File: config.mk
export PLATFORM = sky130hd
export DESIGN_NAME = hostlink_mailbox
export DESIGN_NICKNAME = d
export VERILOG_FILES = /design/src/rtl/hlmb_pkg.sv /design/src/rtl/hlmb_sync.sv /design/src/rtl/hlmb_i2c_engine.sv /design/src/rtl/hlmb_regs.sv /design/src/rtl/hostlink_mailbox.sv
export SDC_FILE = /design/constraint.sdc
export NUM_CORES = 1
export LEC_CHECK = 0
export BUFFER_PORTS_ARGS = -buffer_cell sky130_fd_sc_hd__buf_2
export CORE_UTILIZATION = 45
export CTS_BUF_LIST = sky130_fd_sc_hd__clkbuf_8
export CTS_CLUSTER_SIZE = 16
export DETAILED_ROUTE_END_ITERATION = 6
export GPL_TIMING_DRIVEN = 0
export HOLD_SLACK_MARGIN = 0.06
export PLACE_DENSITY = 0.68
export SKIP_CTS_REPAIR_TIMING = 1
export SLEW_MARGIN = 15
export SYNTH_ARGS = -nofsm -noshare
export SYNTH_HDL_FRONTEND = slang
export SYNTH_SLANG_ARGS = --single-unit
File: constraint.sdc
create_clock -name clk -period 8.9 [get_ports clk]
set_input_delay 2.67 -clock clk [delete_from_list [all_inputs] [get_ports clk]]
set_output_delay 2.67 -clock clk [all_outputs]
set_load 0.005 [all_outputs]
File: src/rtl/hlmb_pkg.sv
package hlmb_pkg;
  typedef enum logic [2:0] {
    ST_IDLE,
    ST_RX,
    ST_RX_ACK,
    ST_TX,
    ST_TX_ACK,
    ST_WAIT
  } eng_state_t;

  typedef enum logic [1:0] {
    PH_ADDR,
    PH_INDEX,
    PH_DATA
  } eng_phase_t;
endpackage

File: src/rtl/hlmb_sync.sv
// Multi-stage input synchroniser; also returns the previous synchronised
// sample so the caller can find edges.
module hlmb_sync #(
  parameter int W      = 2,
  parameter int STAGES = 2
) (
  input  logic         clk,
  input  logic         rst_n,
  input  logic [W-1:0] pin_i,
  output logic [W-1:0] level_o,
  output logic [W-1:0] prev_o
);
  logic [W-1:0] pipe_q [STAGES+1];

  always_ff @(posedge clk or negedge rst_n) begin
    if (!rst_n) begin
      for (int s = 0; s <= STAGES; s++) pipe_q[s] <= '1;
    end else begin
      pipe_q[0] <= pin_i;
      for (int s = 1; s <= STAGES; s++) pipe_q[s] <= pipe_q[s-1];
    end
  end

  assign level_o = pipe_q[STAGES-1];
  assign prev_o  = pipe_q[STAGES];
endmodule

File: src/rtl/hlmb_i2c_engine.sv
// Serial slave protocol engine: address match, index byte, byte writes and
// byte reads with a self-advancing pointer.
module hlmb_i2c_engine
  import hlmb_pkg::*;
#(
  parameter logic [6:0] DEV_ADDR = 7'h42,
  parameter int         BYTES    = 24,
  parameter int         PTR_W    = 5
) (
  input  logic             clk,
  input  logic             rst_n,
  input  logic             scl_rise,
  input  logic             scl_fall,
  input  logic             sda_lvl,
  input  logic             start_det,
  input  logic             stop_det,
  input  logic [7:0]       rd_data,
  output logic [PTR_W-1:0] ptr,
  output logic             sda_oe,
  output logic             wr_stb,
  output logic [PTR_W-1:0] wr_addr,
  output logic [7:0]       wr_data,
  output logic             rd_done,
  output logic [PTR_W-1:0] rd_addr
);
  eng_state_t       st_q, st_n;
  eng_phase_t       ph_q, ph_n;
  logic [3:0]       cnt_q, cnt_n;
  logic [7:0]       rx_q, rx_n;
  logic [7:0]       tx_q, tx_n;
  logic [PTR_W-1:0] ptr_q, ptr_n, ptr_inc;
  logic             rw_q, rw_n;
  logic             mack_q, mack_n;
  logic             oe_q, oe_n;
  logic             wstb_q, wstb_n;
  logic [PTR_W-1:0] waddr_q, waddr_n;
  logic [7:0]       wdat_q, wdat_n;
  logic             rdone_q, rdone_n;
  logic [PTR_W-1:0] raddr_q, raddr_n;

  assign ptr_inc = (ptr_q == PTR_W'(BYTES-1)) ? '0 : ptr_q + 1'b1;

  always_comb begin
    st_n    = st_q;
    ph_n    = ph_q;
    cnt_n   = cnt_q;
    rx_n    = rx_q;
    tx_n    = tx_q;
    ptr_n   = ptr_q;
    rw_n    = rw_q;
    mack_n  = mack_q;
    wstb_n  = 1'b0;
    waddr_n = waddr_q;
    wdat_n  = wdat_q;
    rdone_n = 1'b0;
    raddr_n = raddr_q;
    if (start_det) begin
      st_n  = ST_RX;
      ph_n  = PH_ADDR;
      cnt_n = '0;
    end else if (stop_det) begin
      st_n = ST_IDLE;
    end else begin
      case (st_q)
        ST_RX: begin
          if (scl_rise && cnt_q != 4'd8) begin
            rx_n  = {rx_q[6:0], sda_lvl};
            cnt_n = cnt_q + 4'd1;
          end else if (scl_fall && cnt_q == 4'd8) begin
            st_n = ST_RX_ACK;
            case (ph_q)
              PH_ADDR: begin
                if (rx_q[7:1] != DEV_ADDR) st_n = ST_WAIT;
                else                       rw_n = rx_q[0];
              end
              PH_INDEX: ptr_n = (rx_q < 8'(BYTES)) ? rx_q[PTR_W-1:0] : '0;
              default: begin
                wstb_n  = 1'b1;
                waddr_n = ptr_q;
                wdat_n  = rx_q;
                ptr_n   = ptr_inc;
              end
            endcase
          end
        end
        ST_RX_ACK: begin
          if (scl_fall) begin
            cnt_n = '0;
            if (ph_q == PH_ADDR && rw_q) begin
              st_n = ST_TX;
              tx_n = rd_data;
            end else begin
              st_n = ST_RX;
              ph_n = (ph_q == PH_ADDR) ? PH_INDEX : PH_DATA;
            end
          end
        end
        ST_TX: begin
          if (scl_fall) begin
            if (cnt_q == 4'd7) begin
              st_n    = ST_TX_ACK;
              rdone_n = 1'b1;
              raddr_n = ptr_q;
              ptr_n   = ptr_inc;
            end else begin
              tx_n  = {tx_q[6:0], 1'b0};
              cnt_n = cnt_q + 4'd1;
            end
          end
        end
        ST_TX_ACK: begin
          if (scl_rise) begin
            mack_n = ~sda_lvl;
          end else if (scl_fall) begin
            if (mack_q) begin
              st_n  = ST_TX;
              tx_n  = rd_data;
              cnt_n = '0;
            end else begin
              st_n = ST_WAIT;
            end
          end
        end
        default: ;
      endcase
    end
    oe_n = (st_n == ST_RX_ACK) || (st_n == ST_TX && !tx_n[7]);
  end

  always_ff @(posedge clk or negedge rst_n) begin
    if (!rst_n) begin
      st_q    <= ST_IDLE;
      ph_q    <= PH_ADDR;
      cnt_q   <= '0;
      rx_q    <= '0;
      tx_q    <= '0;
      ptr_q   <= '0;
      rw_q    <= 1'b0;
      mack_q  <= 1'b0;
      oe_q    <= 1'b0;
      wstb_q  <= 1'b0;
      waddr_q <= '0;
      wdat_q  <= '0;
      rdone_q <= 1'b0;
      raddr_q <= '0;
    end else begin
      st_q    <= st_n;
      ph_q    <= ph_n;
      cnt_q   <= cnt_n;
      rx_q    <= rx_n;
      tx_q    <= tx_n;
      ptr_q   <= ptr_n;
      rw_q    <= rw_n;
      mack_q  <= mack_n;
      oe_q    <= oe_n;
      wstb_q  <= wstb_n;
      waddr_q <= waddr_n;
      wdat_q  <= wdat_n;
      rdone_q <= rdone_n;
      raddr_q <= raddr_n;
    end
  end

  assign ptr     = ptr_q;
  assign sda_oe  = oe_q;
  assign wr_stb  = wstb_q;
  assign wr_addr = waddr_q;
  assign wr_data = wdat_q;
  assign rd_done = rdone_q;
  assign rd_addr = raddr_q;
endmodule

File: src/rtl/hlmb_regs.sv
// Inbound and outbound word banks, lane staging, interrupt flags and the
// processor-side word bus.
module hlmb_regs #(
  parameter int WORDS  = 3,
  parameter int PTR_W  = 5,
  parameter int CPU_AW = 3
) (
  input  logic              clk,
  input  logic              rst_n,
  input  logic              abort,
  input  logic              wr_stb,
  input  logic [PTR_W-1:0]  wr_addr,
  input  logic [7:0]        wr_data,
  input  logic [PTR_W-1:0]  rd_ptr,
  output logic [7:0]        rd_data,
  input  logic              rd_done,
  input  logic [PTR_W-1:0]  rd_addr,
  input  logic [CPU_AW-1:0] cpu_addr,
  input  logic              cpu_wr,
  input  logic [31:0]       cpu_wdata,
  output logic [31:0]       cpu_rdata,
  output logic              irq_cpu,
  output logic              irq_host
);
  localparam int IN_BYTES = WORDS * 4;
  localparam int LAST_IDX = 2 * WORDS * 4 - 1;
  localparam int STATUS   = 2 * WORDS;
  localparam int WW       = PTR_W - 2;

  logic [31:0] in_q  [WORDS];
  logic [31:0] in_n  [WORDS];
  logic [31:0] out_q [WORDS];
  logic [31:0] out_n [WORDS];
  logic [31:0] bank  [2*WORDS];
  logic [31:0] stage_q, stage_n;
  logic [3:0]  lanes_q, lanes_n;
  logic        irqc_q, irqc_n, irqh_q, irqh_n;
  logic        commit0;
  logic [WW-1:0] wr_word, rd_word;
  logic [1:0]    wr_lane, rd_lane;
  logic [31:0]   rd_word_val;

  assign wr_word = wr_addr[PTR_W-1:2];
  assign wr_lane = wr_addr[1:0];
  assign rd_word = rd_ptr[PTR_W-1:2];
  assign rd_lane = rd_ptr[1:0];

  for (genvar g = 0; g < 2*WORDS; g++) begin : g_bank
    if (g < WORDS) begin : g_in
      assign bank[g] = in_q[g];
    end else begin : g_out
      assign bank[g] = out_q[g-WORDS];
    end
  end

  always_comb begin
    stage_n = stage_q;
    lanes_n = lanes_q;
    commit0 = 1'b0;
    for (int i = 0; i < WORDS; i++) begin
      in_n[i]  = in_q[i];
      out_n[i] = out_q[i];
    end
    if (abort) begin
      lanes_n = '0;
    end else if (wr_stb && wr_addr < PTR_W'(IN_BYTES)) begin
      stage_n[{wr_lane, 3'b000} +: 8] = wr_data;
      lanes_n[wr_lane] = 1'b1;
      if (wr_lane == 2'd3) begin
        for (int i = 0; i < WORDS; i++) begin
          if (wr_word == WW'(i)) begin
            for (int b = 0; b < 4; b++) begin
              if (lanes_n[b]) in_n[i][b*8 +: 8] = stage_n[b*8 +: 8];
            end
          end
        end
        lanes_n = '0;
        commit0 = (wr_word == '0);
      end
    end
    if (cpu_wr) begin
      for (int i = 0; i < WORDS; i++) begin
        if (cpu_addr == CPU_AW'(WORDS + i)) out_n[i] = cpu_wdata;
      end
    end
    irqc_n = commit0 ||
             (irqc_q && !(cpu_wr && cpu_addr == CPU_AW'(STATUS) && cpu_wdata[0]));
    irqh_n = (cpu_wr && cpu_addr == CPU_AW'(WORDS)) ||
             (irqh_q && !(rd_done && rd_addr == PTR_W'(LAST_IDX)));
  end

  always_ff @(posedge clk or negedge rst_n) begin
    if (!rst_n) begin
      for (int i = 0; i < WORDS; i++) begin
        in_q[i]  <= '0;
        out_q[i] <= '0;
      end
      stage_q <= '0;
      lanes_q <= '0;
      irqc_q  <= 1'b0;
      irqh_q  <= 1'b0;
    end else begin
      for (int i = 0; i < WORDS; i++) begin
        in_q[i]  <= in_n[i];
        out_q[i] <= out_n[i];
      end
      stage_q <= stage_n;
      lanes_q <= lanes_n;
      irqc_q  <= irqc_n;
      irqh_q  <= irqh_n;
    end
  end

  always_comb begin
    rd_word_val = '0;
    for (int i = 0; i < 2*WORDS; i++) begin
      if (rd_word == WW'(i)) rd_word_val = bank[i];
    end
    rd_data = rd_word_val[{rd_lane, 3'b000} +: 8];
  end

  always_comb begin
    cpu_rdata = '0;
    for (int i = 0; i < 2*WORDS; i++) begin
      if (cpu_addr == CPU_AW'(i)) cpu_rdata = bank[i];
    end
    if (cpu_addr == CPU_AW'(STATUS)) cpu_rdata = {30'b0, irqh_q, irqc_q};
  end

  assign irq_cpu  = irqc_q;
  assign irq_host = irqh_q;
endmodule

File: src/rtl/hostlink_mailbox.sv
module hostlink_mailbox #(
  parameter logic [6:0] DEV_ADDR    = 7'h42,
  parameter int         WORDS       = 3,
  parameter int         SYNC_STAGES = 2,
  localparam int        CPU_AW      = $clog2(2*WORDS + 1)
) (
  input  logic              clk,
  input  logic              rst_n,
  input  logic              scl_i,
  input  logic              sda_i,
  output logic              sda_oe,
  input  logic [CPU_AW-1:0] cpu_addr,
  input  logic              cpu_wr,
  input  logic [31:0]       cpu_wdata,
  output logic [31:0]       cpu_rdata,
  output logic              irq_cpu,
  output logic              irq_host
);
  localparam int BYTES = 2 * WORDS * 4;
  localparam int PTR_W = $clog2(BYTES);

  logic [1:0] rst_pipe_q;
  logic       rst_int_n;
  logic [1:0] bus_lvl, bus_prev;
  logic       scl_rise, scl_fall, start_det, stop_det;
  logic [PTR_W-1:0] eng_ptr, eng_wr_addr, eng_rd_addr;
  logic [7:0]       eng_wr_data, reg_rd_data;
  logic             eng_wr_stb, eng_rd_done;

  always_ff @(posedge clk or negedge rst_n) begin
    if (!rst_n) rst_pipe_q <= '0;
    else        rst_pipe_q <= {rst_pipe_q[0], 1'b1};
  end
  assign rst_int_n = rst_pipe_q[1];

  hlmb_sync #(.W(2), .STAGES(SYNC_STAGES)) u_sync (
    .clk     (clk),
    .rst_n   (rst_int_n),
    .pin_i   ({scl_i, sda_i}),
    .level_o (bus_lvl),
    .prev_o  (bus_prev)
  );

  assign scl_rise  = bus_lvl[1] & ~bus_prev[1];
  assign scl_fall  = ~bus_lvl[1] & bus_prev[1];
  assign start_det = bus_lvl[1] & bus_prev[1] & bus_prev[0] & ~bus_lvl[0];
  assign stop_det  = bus_lvl[1] & bus_prev[1] & ~bus_prev[0] & bus_lvl[0];

  hlmb_i2c_engine #(.DEV_ADDR(DEV_ADDR), .BYTES(BYTES), .PTR_W(PTR_W)) u_eng (
    .clk       (clk),
    .rst_n     (rst_int_n),
    .scl_rise  (scl_rise),
    .scl_fall  (scl_fall),
    .sda_lvl   (bus_lvl[0]),
    .start_det (start_det),
    .stop_det  (stop_det),
    .rd_data   (reg_rd_data),
    .ptr       (eng_ptr),
    .sda_oe    (sda_oe),
    .wr_stb    (eng_wr_stb),
    .wr_addr   (eng_wr_addr),
    .wr_data   (eng_wr_data),
    .rd_done   (eng_rd_done),
    .rd_addr   (eng_rd_addr)
  );

  hlmb_regs #(.WORDS(WORDS), .PTR_W(PTR_W), .CPU_AW(CPU_AW)) u_regs (
    .clk       (clk),
    .rst_n     (rst_int_n),
    .abort     (start_det | stop_det),
    .wr_stb    (eng_wr_stb),
    .wr_addr   (eng_wr_addr),
    .wr_data   (eng_wr_data),
    .rd_ptr    (eng_ptr),
    .rd_data   (reg_rd_data),
    .rd_done   (eng_rd_done),
    .rd_addr   (eng_rd_addr),
    .cpu_addr  (cpu_addr),
    .cpu_wr    (cpu_wr),
    .cpu_wdata (cpu_wdata),
    .cpu_rdata (cpu_rdata),
    .irq_cpu   (irq_cpu),
    .irq_host  (irq_host)
  );
endmodule

* Word-level counts from Yosys, hierarchy flattened
Cells that the tools add are included.
** Storage, ports and cells
- Bits in registers :: 291
- Bits of input ports :: 40
- Output and inout bits :: 35
- Logic and storage cells :: 249
** Operators by class
- $add $sub $neg :: 3
- Magnitude comparators :: 4
- Equal/unequal tests :: 47
- Shift operators :: 3
- Mux-type cells :: 81
- Bitwise operators :: 19
- Reductions and logical operators :: 54
** Operators with widths (number)
- 32-bit two-way mux :: 13
- 8-bit two-way mux :: 9
- 5-bit AND reduction :: 13
- 4-bit two-way mux :: 12
- 3-bit two-way mux :: 12
- 32-bit bitwise mux :: 1
- 8-bit by 7-bit variable shift with 32-bit output (first input constant) :: 1
- 32-bit by 6-bit indexed part select with 8-bit output :: 1
- 8-bit by 7-bit indexed part select with 32-bit output :: 1
- 5-bit two-way mux :: 6
- 3-bit by 2-bit equality test with 1-bit output (second input constant) :: 9
- 8-bit case mux with 3 select lines :: 1
- 5-bit case mux with 2 select lines :: 2
- 3-bit equality test (second input constant) :: 6
- 4-bit case mux with 4 select lines :: 1
- 1-bit two-way mux :: 15
- 3-bit by 2-bit inequality test with 1-bit output (second input constant) :: 5
- 2-bit two-way mux :: 7
- 2-bit by 1-bit inequality test with 1-bit output (second input constant) :: 7
- 3-bit by 1-bit equality test with 1-bit output (second input constant) :: 4
- 1-bit logical AND :: 12
- 2-bit inequality test (second input constant) :: 6
- 3-bit case mux with 4 select lines :: 1
- 4-bit AND reduction :: 3
- other kinds (34) :: 63

* Logic depth before layout (Yosys ltp)
- Word-level depth :: 17
- Mapped depth :: 9
- Gate-level depth less buffers :: 8

* Modules after synthesis
From an unflattened synthesis, not the netlist that was laid out.
** Unflattened totals
- Cell total of the unflattened synthesis :: 1489
- Area total of the unflattened synthesis :: 15389.8 µm²
** By module, submodules not included
- hlmb_regs :: times used 1, cells each 1226, area each 12409.4 µm², sequential area each 5730.5 µm²
- hlmb_i2c_engine :: times used 1, cells each 242, area each 2697.6 µm², sequential area each 1326.3 µm²
- hlmb_sync :: times used 1, cells each 10, area each 187.7 µm², sequential area each 157.7 µm²
- hostlink_mailbox :: times used 1, cells each 11, area each 95.1 µm², sequential area each 50.0 µm²

* Worst setup path after synthesis
OpenSTA, ideal clock, no wires.
- Path type :: in2out
- From :: input port cpu_addr[1]
- To :: output port cpu_rdata[19]
- Data arrival time :: 3882 ps
- Required time :: 6230 ps
- Path slack :: 2348 ps
- Stages :: 7
- Buffers on the path :: 2
- Cell sequence :: nor3_1 > buf_2 > clkbuf_1 > a22o_1 > a221oi_1 > o21ai_0 > o211a_1
** Between the ends
- Word-level cells in the longest chain between the ends :: 8
- Elaborated cells between the ends (all ways) :: 14
- Classes of those cells :: eq/ne (6); mux (7); reduce/logical (1)
** Ends and longest elaborated chain
- from (decl) :: RTL line hostlink_mailbox.sv:12 : input logic [CPU_AW-1:0] cpu_addr,
- 3-bit logical NOT :: RTL line hlmb_regs.sv:125 : if (cpu_addr == CPU_AW'(i)) cpu_rdata = bank[i];
- 32-bit two-way mux (6 in a row) :: RTL line hlmb_regs.sv:125
- 32-bit two-way mux (*) :: RTL line hlmb_regs.sv:127 : if (cpu_addr == CPU_AW'(STATUS)) cpu_rdata = {30'b0, irqh_q, irqc_q};
- to (decl) :: RTL line hostlink_mailbox.sv:15 : output logic [31:0] cpu_rdata,
Mark *: on every way between the ends. The rest lies on a longest branch, timed or not.

* Worst setup path after layout
- From :: input port cpu_addr[1]
- To :: output port cpu_rdata[23]
The elaborated chain is that of the path after synthesis.

==> qor.yml <==
synthesis:
  synth-edff-count: 0
  synthArstFlopShare_pct: 100.0
  ys_seq_area_share_pct: 48.19
  synth_common_cells: "dfrtp_1 (284), o21ai_0 (189), nand2_1 (149), mux2_2 (134), a21oi_1 (128)"
  ys_seq_elements: 290
  yosysWarnings: 0
  synthFlopType: "dfrtp_1"
  avgSynthCellArea_um2: 10.09
  synth_top_area_share_pct: 47.14
  yosysMostFrequentCell: "dfrtp_1"
  synth.cell_area_um2: 15080
  syn_inst: 1494
  synthTopCellsByArea: "dfrtp_1 (47%), mux2_2 (10%), o21ai_0 (6.3%), a21oi_1 (4.2%), nand2_1 (3.7%)"
  yosysTopAreaCell: "dfrtp_1"
  synth_fp_nets: 1545
  synth_cell_type_count: 74
critical_path:
  critPathArrivalTime_ps: 5000
  r2r_start: "u_eng.ptr[2]$_DFFE_PN0P_"
  path_cells: "buf_2 > nor3b_1 > clkbuf_1 > buf_2 > a221oi_1 > o21ai_0 > o211a_1 > buf_2"
  critPathLaunchType: "input port"
  critPathSlowestCell: "clkbuf_1"
  worstPathBufferInverterCount: 4
  crit_top_cell: "buf_2"
  crit_type: "input port to output pin"
  cp-end-kind: "output pin"
  path_delay_family: "buffers and inverters"
  cpPeakStageDelay_ps: 740
  cp.required_ps: 6230
  startpoint: "cpu_addr[1]"
  critical_path_peak_fanout: 10
die:
  initial_core_util_pct: 45.99
  die_w_um: 185.0
  die_y_um: 185.0
  rows: 66
  dieArea_um2: 34240
  io_pins: 75
  coreArea_um2: 32780
timing:
  fin_crit_sh_pct: 86.21
  fin_skew_ps: 22.88
  max_freq_mhz: 130.3
  worst_slack_ps: 1228
  slew_violations: 0
  setup_viol: 0
  tightest_slew_ps: 1058
  slew_headroom_pct: 29.49
  final-hold-violation-count: 0
  final.setup.tns_ps: 0
  whs_ps: 343.5
  rsz0062_at_grt: "no"
  min_period_ps: 7672
power:
  p_total_mw: 3.501
  p_int_mw: 2.392
  comb_power_share_pct: 19.6
  p_leak_nw: 7.687
  clkPwrFrac_pct: 33.7
  net-switching-power_mw: 1.108
  power.share.switching_pct: 31.66
  ir_drop_mv: 0.1106
  seqPwrFrac_pct: 46.7
  p_per_area_nw_per_um2: 204.7
detailed_routing:
  wl_per_cell_um: 24.36
  routed_wl_um: 51150
  ant_nets: 0
  remaining_drc_errors: 0
  drtIter0Drc: 1615
  drtPass1Iterations: 6
  routed_via_density: 6.212
  vias: 13050
place:
  placed_area_um2: 16140
  place_ws_ps: 1389
  dpl.cell_count: 2015
  place_congestion: 1.034
  dp_hpwl_um: 37240
  numPortBuffers: 74
clock_network:
  path_clk_slew_ps: 60
  cts_buffers: 48
  clk_latency_ps: 590
  cts_buffer_depth: 3
  h-tree-depth: 2
  tritoncts: "yes"
  clock_sinks: 290
  cts_root_buffer: "clkbuf_8"
layout:
  post-route-util_pct: 52.17
  final_layout_size_suffix_gt1_share_pct: 22.01
  syn2layout_area_growth_pct: 13.45
  antennaDiodeCount: 0
  fillers: 3008
  finalInstanceArea_um2: 17100
  nets: 1674
  finalNonFillerCells: 2100
job:
  maxCapViolCount: 0
global_routing:
  grt_pass1_vias: 12620
  grt_usage_pct: 30.47
  grt_pass1_wl_um: 77440
  grt_overflow: 0
  grt_max_degree: 59
  antenna_found_initial: 0
run_status:
  status: "finished clean"
worst_hold_path:
  hold_class: "flip-flop to async pin"
==> per-layer routing <==
| metal | global-route usage, % | part of all wire (%) | routed length [um] | up-vias |
|---|---|---|---|---|
| li1 | - | - | - | 5736 |
| met1 | 41.62 | 41 | 20830 | 6398 |
| met2 | 45.68 | 44 | 22370 | 753 |
| met3 | 6.960 | 11 | 5606 | 158 |
| met4 | 14.45 | 4.6 | 2346 | 0 |
| met5 | 0 | 0 | 0 | - |
==> power groups by stage <==
stage          Combinational, mW  Sequential (mW)  Clock, mW
2_1_floorplan              0.445             1.60          0
3_3_place_gp               0.624             1.66          0
3_5_place_dp               0.665             1.65          0
4_1_cts                    0.668             1.63       1.19
5_1_grt                    0.735             1.65       1.26
6_report                   0.686             1.64       1.18
==> layout by cell type (no fill, tap or decap), drive strengths merged, types with 5 or more instances in the layout <==
master / n
inv: 31
or2: 6
o2111a: 6
dfstp: 6
dfrtp: 284
clkbuf: 107
ha: 11
a22o: 30
buf: 135
and2: 5
nand3: 25
nand2b: 12
a21oi: 128
a22oi: 10
a211oi: 6
mux2: 137
o211a: 31
nand2: 150
o21ai: 194
nand3b: 6
mux2i: 45
nor3: 14
nor2b: 43
a31oi: 11
a221oi: 44
nor2: 107
==> kinds of logic after synthesis <==
group / synth area share (%)
compound gates: 21.00
simple gates: 12.56
flops: 48.19
mux: 13.82
buf+inv: 3.444
fa+ha+maj: 0.9129
other cells: 0.02487
xor+xnor: 0.05811
==> cell type report <==
cell class | instances | area [um^2] | area share (%)
buffer | 100 | 462.9 | 2.707
clock buffer | 63 | 867.1 | 5.070
clock inverter | 22 | 95.09 | 0.5560
inverter | 15 | 56.30 | 0.3292
multi-input combinational | 1089 | 7292 | 42.64
sequential | 290 | 7268 | 42.50
tap | 442 | 553.0 | 3.234
timing repair buffer | 79 | 508.0 | 2.970
==> final timing paths <==
| check | endpoint | slack (ps) | cells after the start |
|---|---|---|---|
| min in group clk | rst_pipe_q[1]$_DFF_PN0_ | 350 | 0 |
| worst max register to register | u_eng.tx_q[5]$_DFFE_PN0P_ | 5890 | 8 |
| worst min register to register | u_eng.cnt_q[0]$_DFFE_PN0P_ | 340 | 0 |
| worst max-delay path | cpu_rdata[23] | 1230 | 8 |
| worst min-delay path | u_eng.cnt_q[0]$_DFFE_PN0P_ | 340 | 0 |
| max in group asynchronous | rst_pipe_q[1]$_DFF_PN0_ | 6930 | 1 |
==> registers in the layout, summed over array words and instances (netlist names), 4 cells and up <==
signal	count
u_regs.bank	192
u_regs.stage_q	32
u_eng.rx_q	8
u_eng.tx_q	8
u_eng.wr_data	8
u_eng.ptr	5
u_eng.rd_addr	5
u_eng.wr_addr	5
u_eng.cnt_q	4
==> worst reg2reg max path: stages (launching register included) <==
cell and delay, ps:
dfrtp_1 420, buf_4 220, nor2b_1 160, buf_1 690, buf_2 450, a21oi_1 120
o21ai_0 620, nand3_1 150, nand3_1 120
No activity file was read; power rests on OpenSTA's default activity.
